**src/rtl/pmap_pkg.sv**
```systemverilog
package pmap_pkg;
  localparam int EVT_W   = 20;
  localparam int NUM_EVT = 5;

  // cache-class code: {cache id[12:0], operation[1:0], result}
  function automatic logic [EVT_W-1:0] cache_evt(input logic [12:0] id,
                                                 input logic [1:0]  op,
                                                 input logic        res);
    return {4'h1, id, op, res};
  endfunction

  localparam logic [EVT_W-1:0] EV_CYCLES  = 20'h00001;
  localparam logic [EVT_W-1:0] EV_INSTR   = 20'h00002;
  localparam logic [EVT_W-1:0] EV_DTLB_RD = cache_evt(13'd3, 2'd0, 1'b1);
  localparam logic [EVT_W-1:0] EV_DTLB_WR = cache_evt(13'd3, 2'd1, 1'b1);
  localparam logic [EVT_W-1:0] EV_ITLB    = cache_evt(13'd4, 2'd0, 1'b1);

  // slot order of the binding table
  function automatic logic [NUM_EVT-1:0] evt_onehot(input logic [EVT_W-1:0] e);
    logic [NUM_EVT-1:0] oh;
    oh = '0;
    case (e)
      EV_CYCLES:  oh[0] = 1'b1;
      EV_INSTR:   oh[1] = 1'b1;
      EV_DTLB_RD: oh[2] = 1'b1;
      EV_DTLB_WR: oh[3] = 1'b1;
      EV_ITLB:    oh[4] = 1'b1;
      default:    oh    = '0;
    endcase
    return oh;
  endfunction
endpackage

```
**src/rtl/pmap_decode.sv**
```systemverilog
module pmap_decode
  import pmap_pkg::*;
(
  input  logic [EVT_W-1:0]   evt,
  output logic [NUM_EVT-1:0] slot_oh,
  output logic               known
);
  always_comb begin
    slot_oh = evt_onehot(evt);
    known   = |slot_oh;
  end
endmodule

```
**src/rtl/pmap_cfg_check.sv**
```systemverilog
module pmap_cfg_check #(
  parameter int NUM_CTR    = 32,
  parameter int FIRST_PROG = 3
) (
  input  logic [NUM_CTR-1:0] avail_mask,
  output logic               cfg_err,
  output logic [NUM_CTR-1:0] eff_mask
);
  localparam int CNT_W = $clog2(NUM_CTR + 1);
  localparam logic [CNT_W-1:0] MAX_PROG = CNT_W'(NUM_CTR - FIRST_PROG);

  logic [CNT_W-1:0] pop;
  logic             low_set;

  always_comb begin
    pop = '0;
    for (int i = 0; i < NUM_CTR; i++) begin
      pop = pop + CNT_W'(avail_mask[i]);
    end
    low_set  = |avail_mask[FIRST_PROG-1:0];
    cfg_err  = low_set || (pop > MAX_PROG);
    eff_mask = cfg_err ? '0 : avail_mask;
  end
endmodule

```
**src/rtl/pmap_entry.sv**
```systemverilog
module pmap_entry #(
  parameter int CTR_W = 5
) (
  input  logic             clk,
  input  logic             rst_n,
  input  logic             set_en,
  input  logic [CTR_W-1:0] set_ctr,
  input  logic             clr_en,
  output logic             vld,
  output logic [CTR_W-1:0] ctr
);
  logic             upd;
  logic             vld_d;
  logic [CTR_W-1:0] ctr_d;

  always_comb begin
    upd   = set_en || clr_en;
    vld_d = vld;
    ctr_d = ctr;
    if (set_en) begin
      vld_d = 1'b1;
      ctr_d = set_ctr;
    end else if (clr_en) begin
      vld_d = 1'b0;
    end
  end

  always_ff @(posedge clk or negedge rst_n) begin
    if (!rst_n) begin
      vld <= 1'b0;
      ctr <= '0;
    end else if (upd) begin
      vld <= vld_d;
      ctr <= ctr_d;
    end
  end
endmodule

```
**src/rtl/evt_ctr_map.sv**
```systemverilog
module evt_ctr_map
  import pmap_pkg::*;
#(
  parameter int NUM_CTR    = 32,
  parameter int SEL_W      = 32,
  parameter int FIRST_PROG = 3,
  localparam int CTR_W     = $clog2(NUM_CTR)
) (
  input  logic               clk,
  input  logic               rst_n,
  input  logic [NUM_CTR-1:0] avail_mask,
  output logic               cfg_err,
  input  logic               wr_en,
  input  logic [CTR_W-1:0]   wr_ctr,
  input  logic [SEL_W-1:0]   wr_sel,
  output logic               wr_err,
  input  logic [EVT_W-1:0]   lk_evt,
  output logic               lk_hit,
  output logic [CTR_W-1:0]   lk_ctr
);
  // reset: asserted asynchronously, released after two clock edges
  logic [1:0] rst_pipe;
  logic       rst_q_n;

  always_ff @(posedge clk or negedge rst_n) begin
    if (!rst_n) rst_pipe <= '0;
    else        rst_pipe <= {rst_pipe[0], 1'b1};
  end
  assign rst_q_n = rst_pipe[1];

  // availability mask
  logic [NUM_CTR-1:0] eff_mask;
  logic               any_avail;

  pmap_cfg_check #(.NUM_CTR(NUM_CTR), .FIRST_PROG(FIRST_PROG)) u_cfg (
    .avail_mask (avail_mask),
    .cfg_err    (cfg_err),
    .eff_mask   (eff_mask)
  );
  assign any_avail = |eff_mask;

  // write path
  logic [NUM_EVT-1:0] wr_oh;
  logic               wr_known;
  logic               ctr_ok;
  logic               sel_nz;
  logic               wr_go;
  logic               err_d;

  pmap_decode u_wr_dec (
    .evt     (wr_sel[EVT_W-1:0]),
    .slot_oh (wr_oh),
    .known   (wr_known)
  );

  always_comb begin
    ctr_ok = (wr_ctr >= CTR_W'(FIRST_PROG)) &&
             ({1'b0, wr_ctr} < (CTR_W+1)'(NUM_CTR)) &&
             eff_mask[wr_ctr];
    sel_nz = |wr_sel;
    wr_go  = wr_en && ctr_ok;
    err_d  = wr_en && (!ctr_ok || (sel_nz && !wr_known));
  end

  always_ff @(posedge clk or negedge rst_q_n) begin
    if (!rst_q_n) wr_err <= 1'b0;
    else          wr_err <= err_d;
  end

  // binding table, one entry per supported event
  logic [NUM_EVT-1:0] slot_vld;
  logic [CTR_W-1:0]   slot_ctr [NUM_EVT];
  logic [NUM_EVT-1:0] set_en;
  logic [NUM_EVT-1:0] clr_en;

  for (genvar g = 0; g < NUM_EVT; g++) begin : g_slot
    assign set_en[g] = wr_go && sel_nz && wr_oh[g] && !slot_vld[g];
    assign clr_en[g] = wr_go && !sel_nz && slot_vld[g] && (slot_ctr[g] == wr_ctr);

    pmap_entry #(.CTR_W(CTR_W)) u_entry (
      .clk     (clk),
      .rst_n   (rst_q_n),
      .set_en  (set_en[g]),
      .set_ctr (wr_ctr),
      .clr_en  (clr_en[g]),
      .vld     (slot_vld[g]),
      .ctr     (slot_ctr[g])
    );
  end

  // lookup path
  logic [NUM_EVT-1:0] lk_oh;
  logic               lk_known;
  logic [NUM_EVT-1:0] lk_sel;

  pmap_decode u_lk_dec (
    .evt     (lk_evt),
    .slot_oh (lk_oh),
    .known   (lk_known)
  );

  always_comb begin
    lk_sel = (lk_known && any_avail) ? (lk_oh & slot_vld) : '0;
    lk_hit = |lk_sel;
    lk_ctr = '0;
    for (int i = 0; i < NUM_EVT; i++) begin
      lk_ctr = lk_ctr | (lk_sel[i] ? slot_ctr[i] : '0);
    end
  end
endmodule

```
**config.mk**
```make
export PLATFORM = sky130hd
export DESIGN_NAME = evt_ctr_map
export DESIGN_NICKNAME = d
export VERILOG_FILES = /design/src/rtl/pmap_pkg.sv /design/src/rtl/pmap_decode.sv /design/src/rtl/pmap_cfg_check.sv /design/src/rtl/pmap_entry.sv /design/src/rtl/evt_ctr_map.sv
export SDC_FILE = /design/constraint.sdc
export NUM_CORES = 1
export LEC_CHECK = 0
export ABC_AREA = 1
export CORE_MARGIN = 8
export CORE_UTILIZATION = 55
export CTS_CLUSTER_DIAMETER = 150
export DETAILED_ROUTE_END_ITERATION = 8
export GPL_TIMING_DRIVEN = 1
export HOLD_SLACK_MARGIN = 0.03
export PLACE_DENSITY = 0.88
export SYNTH_ARGS = -nofsm -noshare
export SYNTH_HDL_FRONTEND = slang
export SYNTH_SLANG_ARGS = --single-unit
```
**constraint.sdc**
```tcl
create_clock -name clk -period 14.1 [get_ports clk]
set_clock_uncertainty 0.15 [all_clocks]
set_input_delay 2.82 -clock clk [delete_from_list [all_inputs] [get_ports clk]]
set_output_delay 2.82 -clock clk [all_outputs]
set_load 0.05 [all_outputs]
```
==> metrics.cfg <==
[worst_setup_path]
cp.arrival_ns=10.02
cpMostUsedCell=fa_1
crit_required_ns=11.13
start_kind=input pin
setup.worst_path.end_class=primary output
reg2regPathDepth=7
r2r-start=g_slot[1].u_entry.ctr[1]
startpoint=avail_mask[1]
worstReg2RegEnd=g_slot[1].u_entry.vld
crit_end=lk_ctr[3]
crit_slowest_cell=clkdlybuf4s50_1
slowest_delay_ns=0.80
worstSetupPathType=input pin to primary output
r2r_slack_ns=12.12
critical_path_peak_fanout=14

[cells_and_area]
layout-drive-gt1-share_pct=4.78
multiInputGateArea_um2=2530
fin_nets=794
layout_commonest_cell=nand2_1
fin_cells=766
regArea_um2=826
fillers=563
design_area_um2=5000
area.growth.synth_to_final_pct=28.1
n_antenna_cell=0
final_cell_mix=nand2_1, inv_1, clkdlybuf4s50_1

[floorplan]
coreArea_um2=6830
die_w_um=100
start_util_pct=57.1
rows=30
dieHeight_um=100
die_area_um2=10000
ioPinCount=100

[clock_tree]
cts_sinks=33
clock-root-buffer=clkbuf_8
cts-buffers-inserted=5
ctsHtreeMaxLevel=2
path_clk_slew_ns=0.08
cts.path.max_buffers=2
cts_setup_buffers=0
ctsResizeCount=0
insertion_delay_ns=0.30
postCtsHoldBufs=0
cts_tree=built

[place]
gp_congestion=1.05
dp.cells=758
pre_cts_ws_ns=1.19
port_buffers=99
placed_cell_area_um2=4880
dp_hpwl_mm=10.5

[synth]
async_flop_share_pct=100
synth_edf_count=0
synth_top_flop_cell=dfrtp_1
synth_fp_nets=708
syn_area_per_cell_um2=6.69
yosysWarningCount=0
ys_seq_elements=33
syn-cell-area_um2=3900
netlist_instances=583
yosysUniqueCellTypes=43
ys_seq_area_share_pct=21.2

[route]
drt_first_pass_iters=6
wire_per_inst_um=17.1
ant_nets=0
drc=0
first_iter_violations=460
viasPerCell=5.82
via_count=4459
wl_mm=13.1

[worst_hold_path]
hold_class=flip-flop to async pin

[timing]
fin_tns_setup_ns=0
min_period_ns=12.99
max_freq_mhz=77.0
worst_pin_slew_ns=1.19
hold_viol_final=0
relSlewSlack_pct=20.9
finalCritPeriodShare_pct=92.1
setup_viol=0
slew_violations=0
rsz0062_at_grt=no
setup_ws_ns=1.11

[global_routing]
grt_pass1_vias=4513
antenna_found_initial=0
grt_max_degree=32
grt_pass1_wl_mm=21.8
grt_use_total_pct=26.8
grt_overflow=0

[power]
p_leak_uw=0.00241
vdd_drop_max_mv=0.297
power_density_nw_per_um2=132

[run]
max_cap_violations=0

[status]
status=finished clean

layer usage:
metal	track usage (%)	routed length (um)	up-vias
met4	7.79	393	0
met3	7.40	1550	66
li1	-	-	2069
met1	33.9	5070	2027
met5	0	0	-
met2	43.5	6060	297
flip-flops by register name, indices dropped and copies added, names as in the netlist:
name / cells
g_slot.u_entry.vld: 5
wr_err: 1
rst_pipe: 2
g_slot.u_entry.ctr: 25
how the worst min path moves through the flow:
stage / end / slack (ns) / depth (start not counted) / from
after detailed placement: g_slot[2].u_entry.ctr[2] / 0.14 / 1 / rst_pipe[1]
after global placement: g_slot[2].u_entry.ctr[4] / 0.11 / 1 / rst_pipe[1]
final: g_slot[2].u_entry.ctr[2] / 0.13 / 1 / rst_pipe[1]
after CTS: g_slot[2].u_entry.ctr[2] / 0.15 / 1 / rst_pipe[1]
after global routing: g_slot[2].u_entry.ctr[2] / 0.18 / 1 / rst_pipe[1]
after floorplan: rst_pipe[1] / 0.18 / 0 / rst_pipe[0]
synth_stat cells, types with 2 or more instances:
master / number / area [um^2]
nand3_2: 2 / 20.0
o41ai_1: 2 / 17.5
nor4_1: 12 / 75.1
and2_1: 2 / 12.5
ha_1: 9 / 113
a21oi_1: 6 / 30.0
buf_6: 7 / 78.8
nor2_2: 3 / 18.8
nand4_4: 4 / 85.1
nand4_1: 42 / 263
nand3_1: 51 / 255
buf_2: 4 / 20.0
o21ai_1: 4 / 20.0
nor2_1: 58 / 218
a221oi_1: 5 / 43.8
a21oi_2: 2 / 17.5
o21ai_0: 8 / 40.0
fa_1: 24 / 480
clkbuf_1: 8 / 30.0
inv_1: 106 / 398
dfrtp_1: 33 / 826
nor3_1: 8 / 40.0
o22ai_1: 6 / 37.5
buf_1: 2 / 7.51
or2_2: 4 / 25.0
nand2_1: 153 / 574
nand2_4: 2 / 22.5
cell families (layout without fill, tap and decap cells):
kind of cell | Yosys count | in the layout | synth area share (%)
AO/OA/AOI/OAI | 39 | 39 | 6.77
XOR/XNOR | 1 | 1 | 0.224
adder cells (fa/ha/maj) | 33 | 33 | 15.2
buffers and inverters | 129 | 216 | 13.9
flip-flops | 33 | 33 | 21.2
other | 1 | 1 | 0.0961
AND/OR/NAND/NOR | 347 | 347 | 42.6
stage by stage:
step	utilization (%)	hold WS (ns)	power [uW]
after detailed placement	71.5	0.140	568
after CTS	73.2	0.147	662
after global placement	71.5	0.109	544
after floorplan	-	0.181	466
final	73.2	0.127	661
after global routing	73.2	0.179	729
where the power goes:
part	switching [uW]	total, uW	leakage, uW	internal, uW
combinational	291	473	0.00191	182
clock	39.3	92.2	0.0000543	52.9
sequential	0.137	95.1	0.000454	95.0
total	331	661	0.00241	330
worst max-delay path: cells and delay by family:
| family | cells | cell delay (ns) |
|---|---|---|
| AND/OR/NAND/NOR | 14 | 1.52 |
| buffers and inverters | 7 | 1.70 |
| AO/OA/AOI/OAI | 1 | 0.07 |
| adder cells (fa/ha/maj) | 9 | 3.92 |
final cells by class:
cell class | instances | share of cell area (%)
multi-input combinational | 421 | 50.7
inverter | 108 | 8.16
clock buffer | 5 | 1.38
timing repair buffer | 100 | 20.0
tap | 96 | 2.40
sequential | 33 | 16.5
clock inverter | 3 | 0.926
No activity file was read; power rests on OpenSTA's default activity.
